===== config.mk =====
export PLATFORM = sky130hd
export DESIGN_NAME = dp_exec_stage
export DESIGN_NICKNAME = d
export VERILOG_FILES = /design/src/rtl/dp_exec_pkg.sv /design/src/rtl/dp_imm_expand.sv /design/src/rtl/dp_decode.sv /design/src/rtl/dp_alu.sv /design/src/rtl/dp_exec_stage.sv
export SDC_FILE = /design/constraint.sdc
export NUM_CORES = 1
export LEC_CHECK = 0
export BUFFER_PORTS_ARGS = -buffer_cell sky130_fd_sc_hd__buf_4
export CAP_MARGIN = 10
export CELL_PAD_IN_SITES_DETAIL_PLACEMENT = 1
export CELL_PAD_IN_SITES_GLOBAL_PLACEMENT = 2
export CORE_ASPECT_RATIO = 0.9
export CORE_UTILIZATION = 35
export DETAILED_ROUTE_END_ITERATION = 8
export PLACE_DENSITY = 0.95
export SYNTH_ARGS = -nofsm -noshare
export SYNTH_HDL_FRONTEND = slang
export SYNTH_HIERARCHICAL = 1
export SYNTH_SLANG_ARGS = --single-unit

===== constraint.sdc =====
create_clock -name vclk -period 12.2
set_clock_uncertainty 0.2 [all_clocks]
set_input_delay 3.66 -clock vclk [all_inputs]
set_output_delay 3.66 -clock vclk [all_outputs]
set_load 0.005 [all_outputs]

===== src/rtl/dp_exec_pkg.sv =====
package dp_exec_pkg;
  localparam int INSTR_W   = 32;
  localparam int DATA_W    = 32;
  localparam int REG_IDX_W = 4;
  localparam int IMM_VAL_W = 8;
  localparam int ROT_W     = 4;
  localparam int OPC_W     = 4;

  // bit positions that the operation decode depends on
  localparam int CLASS_LO  = 26;
  localparam int IMMSEL_B  = 25;
  localparam int OPC_LO    = 21;
  localparam int RN_LO     = 16;
  localparam int RD_LO     = 12;
  localparam int ROT_LO    = 8;

  typedef enum logic [OPC_W-1:0] {
    OPC_AND  = 4'b0000,
    OPC_SUB  = 4'b0010,
    OPC_RSB  = 4'b0011,
    OPC_COPY = 4'b1101
  } dp_opc_e;

  typedef struct packed {
    logic                 valid;
    dp_opc_e              opc;
    logic                 use_imm;
    logic [REG_IDX_W-1:0] rd;
    logic [ROT_W-1:0]     rot;
    logic [IMM_VAL_W-1:0] imm_val;
  } dp_ctrl_t;

  function automatic logic [DATA_W-1:0] alu_eval(dp_opc_e opc,
                                                 logic [DATA_W-1:0] a,
                                                 logic [DATA_W-1:0] b);
    case (opc)
      OPC_AND:  return a & b;
      OPC_SUB:  return a - b;
      OPC_RSB:  return b - a;
      OPC_COPY: return b;
      default:  return '0;
    endcase
  endfunction
endpackage


===== src/rtl/dp_imm_expand.sv =====
module dp_imm_expand
  import dp_exec_pkg::*;
#(
  parameter int W     = DATA_W,
  parameter int VAL_W = IMM_VAL_W,
  parameter int RW    = ROT_W
) (
  input  logic [VAL_W-1:0] val_i,
  input  logic [RW-1:0]    rot_i,
  output logic [W-1:0]     imm_o
);
  // log-depth rotator: stage k rotates right by 2^(k+1) when rot_i[k] is set
  logic [W-1:0] stage [RW+1];
  assign stage[0] = {{(W-VAL_W){1'b0}}, val_i};

  for (genvar k = 0; k < RW; k++) begin : g_rot
    localparam int SH = 2 << k;
    assign stage[k+1] = rot_i[k] ? {stage[k][SH-1:0], stage[k][W-1:SH]} : stage[k];
  end

  assign imm_o = stage[RW];

  always_comb begin
    assert_rot_zero_passthru_R5: assert (rot_i != '0 || imm_o == stage[0])
      else $error("R5: rotate 0 altered immediate");
    assert_bitcount_kept_R4: assert ($countones(imm_o) == $countones(val_i))
      else $error("R4: rotation changed bit count");
  end
endmodule


===== src/rtl/dp_decode.sv =====
module dp_decode
  import dp_exec_pkg::*;
(
  input  logic [INSTR_W-1:0] instr_i,
  output dp_ctrl_t           ctrl_o
);
  logic [1:0]       class_bits;
  logic [OPC_W-1:0] opc_bits;
  logic             opc_known;
  logic [5:0]       unused_bits;

  assign class_bits  = instr_i[CLASS_LO +: 2];
  assign opc_bits    = instr_i[OPC_LO +: OPC_W];
  // condition field and flag-update bit carry no meaning in this stage
  assign unused_bits = {instr_i[31:28], instr_i[20], 1'b0};

  always_comb begin
    case (opc_bits)
      OPC_AND, OPC_SUB, OPC_RSB, OPC_COPY: opc_known = 1'b1;
      default:                             opc_known = 1'b0;
    endcase
  end

  always_comb begin
    ctrl_o.valid   = (class_bits == 2'b00) && opc_known;
    ctrl_o.opc     = dp_opc_e'(opc_bits);
    ctrl_o.use_imm = instr_i[IMMSEL_B];
    ctrl_o.rd      = instr_i[RD_LO +: REG_IDX_W];
    ctrl_o.rot     = instr_i[ROT_LO +: ROT_W];
    ctrl_o.imm_val = instr_i[IMM_VAL_W-1:0];
  end

  always_comb begin
    assert_class_gate_R1: assert (class_bits == 2'b00 || !ctrl_o.valid)
      else $error("R1: valid outside data-processing class");
  end
endmodule


===== src/rtl/dp_alu.sv =====
module dp_alu
  import dp_exec_pkg::*;
#(
  parameter int W = DATA_W
) (
  input  dp_opc_e      opc_i,
  input  logic [W-1:0] a_i,
  input  logic [W-1:0] b_i,
  output logic [W-1:0] res_o
);
  assign res_o = alu_eval(opc_i, a_i, b_i);

  always_comb begin
    assert_sub_inverse_R8: assert (opc_i != OPC_SUB || res_o + b_i == a_i)
      else $error("R8: subtract result inconsistent");
    assert_rsb_inverse_R9: assert (opc_i != OPC_RSB || res_o + a_i == b_i)
      else $error("R9: reverse subtract result inconsistent");
  end
endmodule


===== src/rtl/dp_exec_stage.sv =====
module dp_exec_stage
  import dp_exec_pkg::*;
(
  input  logic [31:0] instr_i,
  input  logic [31:0] rn_val_i,
  input  logic [31:0] rm_val_i,
  output logic [31:0] result_o,
  output logic [3:0]  rd_idx_o,
  output logic        wr_en_o
);
  dp_ctrl_t          ctrl;
  logic [DATA_W-1:0] imm_word;
  logic [DATA_W-1:0] op2;
  logic [DATA_W-1:0] alu_res;

  dp_decode u_decode (
    .instr_i (instr_i),
    .ctrl_o  (ctrl)
  );

  dp_imm_expand u_imm (
    .val_i (ctrl.imm_val),
    .rot_i (ctrl.rot),
    .imm_o (imm_word)
  );

  assign op2 = ctrl.use_imm ? imm_word : rm_val_i;

  dp_alu u_alu (
    .opc_i (ctrl.opc),
    .a_i   (rn_val_i),
    .b_i   (op2),
    .res_o (alu_res)
  );

  assign wr_en_o  = ctrl.valid;
  assign rd_idx_o = ctrl.rd;
  assign result_o = ctrl.valid ? alu_res : '0;

  always_comb begin
    assert_copy_op2_R6: assert (!(wr_en_o && ctrl.opc == OPC_COPY) || result_o == op2)
      else $error("R6: copy result differs from operand");
    assert_idle_zero_R12: assert (wr_en_o || result_o == '0)
      else $error("R12: nonzero result without write");
    assert_reg_operand_R3: assert (ctrl.use_imm || op2 == rm_val_i)
      else $error("R3: register operand not selected");
  end
endmodule


==> impl_metrics.py, run 1 <==
metrics = {
    "setup_path": {
        "crit_fanout": 23,
        "cpPeakStageDelay_ps": 560,
        "criticalPathCategory": "in2out",
        "cp_data_arrival_time_ps": 7590,
        "crit_family": "multiplexers",
        "end_kind": "primary output",
        "crit_path_top_delay_cell": "ha_1",
        "path_buf_inv": 2,
        "worstPathCellList": "buf_4, mux2_4, mux2i_1, nor2_1, mux2_4, ha_1, nand4_1, or2_1, a21oi_1, o21ai_1, a31oi_2, mux2i_1, xor2_1, o21ai_1, and2_1, buf_4",
        "start_kind": "input port",
        "cp.required_ps": 8340,
    },
    "sta": {
        "relSlewSlack_pct": 42.7,
        "tightest_slew_ps": 854,
        "setup_tns_ps": 0,
        "layout_setup_ws_ps": 747,
        "max_freq_mhz": 87.3,
        "drv_slew": 0,
        "layout_worst_path_cycle_share_pct": 93.9,
        "setup_violations": 0,
        "whs_ps": 7120,
        "finalHoldViolations": 0,
        "rsz0062_at_grt": "no",
        "fin_crit_ps": 11450,
    },
    "floorplan": {
        "initial_core_util_pct": 35.7,
        "dieArea_um2": 18500,
        "io_pins": 133,
        "die_h_um": 129,
        "die_w_um": 143,
        "fp.coreArea_um2": 17600,
        "rows": 46,
    },
    "synthesis": {
        "synth.area.top_cells": "ha_1 19%, mux2_4 8.1%, a21oi_1 5.8%",
        "synthXorXnorAreaFrac_pct": 4.04,
        "syn_nets": 1060,
        "ys_seq_area_share_pct": 0,
        "synthAdderAreaFrac_pct": 19.7,
        "synth_top_area_share_pct": 19.1,
        "synth-simple-area-share_pct": 19.2,
        "synth_mux_area_share_pct": 11.6,
        "ys_top_cells_by_count": "96 x ha_1, 77 x inv_1, 73 x a21oi_1",
        "synth_area_leader_cell": "ha_1",
        "synthDistinctLibCells": 80,
        "synth.most_common_cell": "ha_1",
        "yosys_warnings": 6,
        "synth_top_family_by_area": "compound AO/OA/AOI/OAI gates",
        "synth_compound_area_share_pct": 33.2,
        "synthCells": 866,
        "syn_avg_cell_area_um2": 7.26,
        "synth.cell_area_um2": 6290,
    },
    "route": {
        "top_layer": "met4",
        "dr.pass1.iters": 4,
        "wl_met2_mm": 9.71,
        "routed-wl-met3_mm": 1.21,
        "drtIter0Drc": 428,
        "route.detailed.drc": 0,
        "wl_met1_mm": 11.2,
        "ant_nets": 0,
        "routedWlPerCell_um": 19.4,
        "viasPerCell": 5.68,
        "totalWireLength_mm": 22.3,
        "vias": 6556,
    },
    "global_routing": {
        "grt_pass1_vias": 6397,
        "grt_pass1_wl_mm": 35.0,
        "antenna_found_initial": 0,
        "grt_max_degree": 45,
        "gr-total-overflow": 0,
        "grt_usage_pct": 23.8,
    },
    "clock_tree": {
        "post_cts_buffers": 0,
        "cts_resized": 0,
        "cts_hold_buf": 0,
    },
    "finish": {
        "fillers": 2286,
        "drive_gt1_share_pct": 21.3,
        "nets": 1110,
        "num_antenna_cells": 0,
        "syn_to_final_growth_pct": 11.8,
        "seqCellArea_um2": 0,
        "clkbuf_count": 0,
        "seq_cell_count": 0,
    },
    "place": {
        "place_congestion": 0.903,
        "place_ws_ps": 804,
        "hpwl_mm": 18.0,
        "io_buffers": 116,
    },
    "power": {
        "powerDensity_nw_per_um2": 47.9,
        "leakagePower_nw": 3.31,
        "design_power_total_mw": 0.337,
        "peakVddDrop_mv": 0.0297,
    },
    "run": {
        "drv_cap": 0,
    },
    "outcome": {
        "run_status": "finished clean",
    },
    "worst_hold_path": {
        "min_path_type": "in2out",
    },
}
==> cells in the final DEF (no fill, tap or decap), types with 18 or more instances in the layout <==
master	count
nand3_1	18
buf_4	120
o21ai_1	29
nand2_1	49
a22oi_1	32
xnor2_1	18
ha_1	96
a21o_1	28
o21ai_0	40
a21oi_1	73
and2_1	42
inv_1	77
mux2_4	34
nor2_1	52
==> per-stage QoR <==
stage,util [%],cell area (um2),cells
after global routing,39.9,7030,1154
after global placement,39.9,7030,1154
after detailed placement,39.9,7030,1154
final,39.9,7030,1154
after floorplan,-,6290,866
after CTS,39.9,7030,1154
==> report_power, final <==
part,switching [mW],total [mW],internal (mW)
combinational,0.203,0.337,0.134
clock,0,0,0
sequential,0,0,0
==> worst paths after layout <==
kind | startpoint | end | slack [ps] | cells past startpoint
setup / recovery | instr_i[9] | result_o[23] | 750 | 16
hold / removal | instr_i[12] | rd_idx_o[0] | 7120 | 0
==> cells by family after synthesis <==
| family | after synthesis |
|---|---|
| xor+xnor | 29 |
| fa+ha+maj | 98 |
| simple gates | 229 |
| mux | 54 |
| compound gates | 306 |
| buf+inv | 150 |
==> routing by layer <==
metal	global-route usage [%]	up-vias
li1	-	3179
met1	35.0	3183
met2	38.8	180
met3	1.77	14
met4	2.82	0
met5	0	-
==> layout make-up <==
type               count  area (um2)  area share [%]
inverters             78         293            4.16
repair buffers       120         901            12.8
multi-input cells    716        5540            78.8
well taps            240         300            4.27
Power figures use the tool's default switching activity.
==> inputs of run 2 (changes only) <==
--- a/config.mk
+++ b/config.mk
@@ -9,7 +9,6 @@
 export CAP_MARGIN = 10
 export CELL_PAD_IN_SITES_DETAIL_PLACEMENT = 1
 export CELL_PAD_IN_SITES_GLOBAL_PLACEMENT = 2
-export CORE_ASPECT_RATIO = 0.9
 export CORE_UTILIZATION = 35
 export DETAILED_ROUTE_END_ITERATION = 8
 export PLACE_DENSITY = 0.95
==> impl_metrics.py, run 2 (same netlist as run 1, synthesis figures left out) <==
metrics = {
    "outcome": {
        "run_status": "finished clean",
    },
    "clock_tree": {
        "cts_resized": 0,
        "post_cts_buffers": 0,
        "cts_hold_buf": 0,
    },
    "place": {
        "place_inst": 1141,
        "hpwl_mm": 18.1,
        "io_buffers": 116,
        "place_congestion": 0.933,
        "place_ws_ps": 733,
    },
    "sta": {
        "setup_tns_ps": 0,
        "layout_setup_ws_ps": 668,
        "rsz0062_at_grt": "no",
        "finalHoldViolations": 0,
        "layout_worst_path_cycle_share_pct": 94.5,
        "whs_ps": 7120,
        "drv_slew": 0,
        "tightest_slew_ps": 666,
        "fin_crit_ps": 11530,
        "max_freq_mhz": 86.7,
        "setup_violations": 0,
        "relSlewSlack_pct": 55.2,
    },
    "power": {
        "powerDensity_nw_per_um2": 48.1,
        "peakVddDrop_mv": 0.0233,
        "power_frac_seq_pct": 0,
        "clockPowerShare_pct": 0,
        "pwr-share-comb_pct": 100.0,
        "intPower_mw": 0.135,
        "leakagePower_nw": 3.32,
        "power.share.switching_pct": 60.2,
        "switching_power_mw": 0.203,
    },
    "worst_hold_path": {
        "min_path_type": "in2out",
    },
    "setup_path": {
        "crit_fanout": 23,
        "cp.required_ps": 8340,
        "cpPeakStageDelay_ps": 510,
        "criticalPathCategory": "in2out",
        "start_kind": "input port",
        "cp_data_arrival_time_ps": 7670,
        "crit_family": "compound AO/OA/AOI/OAI gates",
        "end_kind": "primary output",
        "crit_path_top_delay_cell": "a2111oi_2",
        "worstPathCellList": "buf_4, mux2_4, mux2i_4, nor2_1, mux2_2, inv_1, ha_1, inv_1, fa_1, nand4_1, a31oi_1, nor2_1, o21ai_2, a2111oi_2, nor3_1, xnor2_1, o21ai_1, and2_1, buf_4",
        "path_buf_inv": 4,
    },
    "finish": {
        "clkbuf_count": 0,
        "drive_gt1_share_pct": 21.5,
        "nets": 1112,
        "fin_util_pct": 40.4,
        "mostFrequentLayoutCell": "buf_4",
        "seq_cell_count": 0,
        "num_antenna_cells": 0,
        "syn_to_final_growth_pct": 11.8,
        "fillers": 2234,
        "final_cells": 1141,
        "layout_common_cells": "122 x buf_4, 96 x ha_1, 77 x inv_1",
        "seqCellArea_um2": 0,
    },
    "floorplan": {
        "dieArea_um2": 18500,
        "die_w_um": 136,
        "fp.coreArea_um2": 17400,
        "rows": 48,
        "initial_core_util_pct": 36.1,
        "io_pins": 133,
        "die_h_um": 136,
    },
    "route": {
        "drtIter0Drc": 340,
        "route.detailed.drc": 0,
        "vias": 6493,
        "routed-wl-met3_mm": 1.05,
        "dr.pass1.iters": 5,
        "totalWireLength_mm": 22.4,
        "routedWlPerCell_um": 19.7,
        "wl_met2_mm": 10.1,
        "top_layer": "met4",
        "wl_met1_mm": 10.9,
        "viasPerCell": 5.69,
        "ant_nets": 0,
    },
    "global_routing": {
        "antenna_found_initial": 0,
        "grt_usage_pct": 23.8,
        "grt_pass1_vias": 6471,
        "grt_pass1_wl_mm": 35.0,
        "grt_max_degree": 45,
        "gr-total-overflow": 0,
    },
    "run": {
        "drv_cap": 0,
    },
}
==> run 2: cell types whose count changed in the layout (fill, tap and decap cells not counted) <==
cell,before,now
buf_4,120,122
==> run 2: cell type report <==
cell class         instances  area [um2]  area share (%)
inverters                 78         293            4.17
multi-input cells        716        5540            78.8
well taps                225         282            4.00
repair buffers           122         916            13.0
==> run 2: metrics by stage <==
step | total power, mW | cell area (um2)
floorplan | 0.246 | 6290
global placement | 0.327 | 7030
detailed placement | 0.333 | 7030
CTS | 0.334 | 7030
global route | 0.368 | 7030
finish | 0.338 | 7030
==> run 2: final timing paths <==
check	start	to	cells past startpoint
worst max-delay path	instr_i[9]	result_o[22]	19
worst min-delay path	instr_i[12]	rd_idx_o[0]	0
==> run 2: per-layer routing <==
metal,GRT usage (%),vias up
met1,34.2,3117
li1,-,3173
met5,0,-
met3,1.64,32
met2,38.4,171
met4,5.12,0
==> run 2: power by group through the flow <==
stage	logic (mW)	registers [mW]	clock network, mW
2_1_floorplan	0.246	0	0
3_3_place_gp	0.327	0	0
3_5_place_dp	0.333	0	0
4_1_cts	0.334	0	0
5_1_grt	0.368	0	0
6_report	0.338	0	0
==> inputs of run 3 (changes only) <==
--- a/config.mk
+++ b/config.mk
@@ -12,6 +12,7 @@
 export CORE_UTILIZATION = 35
 export DETAILED_ROUTE_END_ITERATION = 8
 export PLACE_DENSITY = 0.95
+export RECOVER_POWER = 25
 export SYNTH_ARGS = -nofsm -noshare
 export SYNTH_HDL_FRONTEND = slang
 export SYNTH_HIERARCHICAL = 1
==> impl_metrics.py, run 3 (same netlist as run 1, synthesis figures left out) <==
metrics = {
    "sta": {
        "setup_violations": 0,
        "relSlewSlack_pct": 20.1,
        "max_freq_mhz": 86.7,
        "drv_slew": 0,
        "layout_worst_path_cycle_share_pct": 94.6,
        "fin_crit_ps": 11540,
        "rsz0062_at_grt": "no",
        "setup_tns_ps": 0,
        "tightest_slew_ps": 1200,
        "finalHoldViolations": 0,
    },
    "place": {
        "place_inst": 1141,
        "hpwl_mm": 18.1,
        "place_area_um2": 7030,
        "io_buffers": 116,
        "place_congestion": 0.933,
    },
    "setup_path": {
        "cp.required_ps": 8340,
        "cp_data_arrival_time_ps": 7680,
        "crit_fanout": 23,
        "cpPeakStageDelay_ps": 510,
        "end_kind": "primary output",
        "worstPathCellList": "buf_4, mux2_4, mux2i_4, nor2_1, mux2_2, inv_1, ha_1, inv_1, fa_1, nand4_1, a31oi_1, nor2_1, o21ai_2, a2111oi_2, nor3_1, xnor2_1, o21ai_1, and2_1, buf_4",
        "criticalPathCategory": "in2out",
        "start_kind": "input port",
        "crit_path_top_delay_cell": "a2111oi_2",
    },
    "finish": {
        "nets": 1112,
        "seqCellArea_um2": 0,
        "final_cell_area_um2": 7010,
        "num_antenna_cells": 0,
        "drive_gt1_share_pct": 21.3,
        "fillers": 2236,
        "layout_common_cells": "120 x buf_4, 96 x ha_1, 77 x inv_1",
        "seq_cell_count": 0,
        "mostFrequentLayoutCell": "buf_4",
        "syn_to_final_growth_pct": 11.5,
        "clkbuf_count": 0,
        "final_cells": 1141,
    },
    "route": {
        "dr.pass1.iters": 5,
        "viasPerCell": 5.71,
        "wl_met1_mm": 10.9,
        "top_layer": "met4",
        "drtIter0Drc": 337,
        "routed-wl-met3_mm": 1.06,
        "routedWlPerCell_um": 19.7,
        "wl_met2_mm": 10.0,
        "vias": 6511,
        "totalWireLength_mm": 22.4,
        "ant_nets": 0,
        "route.detailed.drc": 0,
    },
    "global_routing": {
        "grt_usage_pct": 23.8,
        "grt_pass1_vias": 6471,
        "antenna_found_initial": 0,
        "gr-total-overflow": 0,
        "grt_pass1_wl_mm": 35.0,
        "grt_max_degree": 45,
    },
    "run": {
        "drv_cap": 0,
    },
    "floorplan": {
        "dieArea_um2": 18500,
        "rows": 48,
        "fp.coreArea_um2": 17400,
        "initial_core_util_pct": 36.1,
        "die_h_um": 136,
        "die_w_um": 136,
        "io_pins": 133,
    },
    "power": {
        "peakVddDrop_mv": 0.0232,
        "switching_power_mw": 0.203,
        "power.share.switching_pct": 60.2,
        "leakagePower_nw": 3.31,
        "clockPowerShare_pct": 0,
        "pwr-share-comb_pct": 100.0,
        "powerDensity_nw_per_um2": 48.2,
        "power_frac_seq_pct": 0,
        "intPower_mw": 0.135,
    },
    "clock_tree": {
        "cts_hold_buf": 0,
        "post_cts_buffers": 0,
        "cts_resized": 0,
    },
    "worst_hold_path": {
        "min_path_type": "in2out",
    },
    "outcome": {
        "run_status": "finished clean",
    },
}
[run 3: worst paths after layout]
check / depth (start not counted) / start / slack [ps] / end
max: 19 / instr_i[9] / 660 / result_o[22]
min: 0 / instr_i[12] / 7120 / rd_idx_o[0]
[run 3: area by class of cell]
type	count	area (um2)	share of cell area (%)
tap	225	282	4.02
timing repair buffer	122	910	13.0
multi-input combinational	716	5530	78.8
inverter	78	293	4.18
[run 3: metal layers]
metal,up-vias,global-route usage (%)
met5,-,0
met1,3126,34.2
li1,3174,-
met3,30,1.64
met4,0,5.12
met2,181,38.4
[run 3: through the flow]
step / hold slack (ps) / setup slack, ps / power, mW / utilization (%)
after floorplan: 7150 / 1610 / 0.246 / -
after global placement: 7120 / 815 / 0.327 / 40.4
after detailed placement: 7120 / 733 / 0.333 / 40.4
after CTS: 7120 / 719 / 0.334 / 40.4
after global routing: 7120 / 459 / 0.367 / 40.3
final: 7120 / 660 / 0.338 / 40.3
[run 3: power groups by stage]
stage | Combinational [mW] | Sequential [mW] | Clock [mW]
after CTS | 0.334 | 0 | 0
final | 0.338 | 0 | 0
after global routing | 0.367 | 0 | 0
after detailed placement | 0.333 | 0 | 0
after global placement | 0.327 | 0 | 0
after floorplan | 0.246 | 0 | 0
[run 3: critical path: cells and delay by family]
kind / cells / cell delay, ps
mux: 3 / 920
simple gates: 5 / 830
xor+xnor: 1 / 160
compound gates: 4 / 1030
buf+inv: 4 / 500
fa+ha+maj: 2 / 570
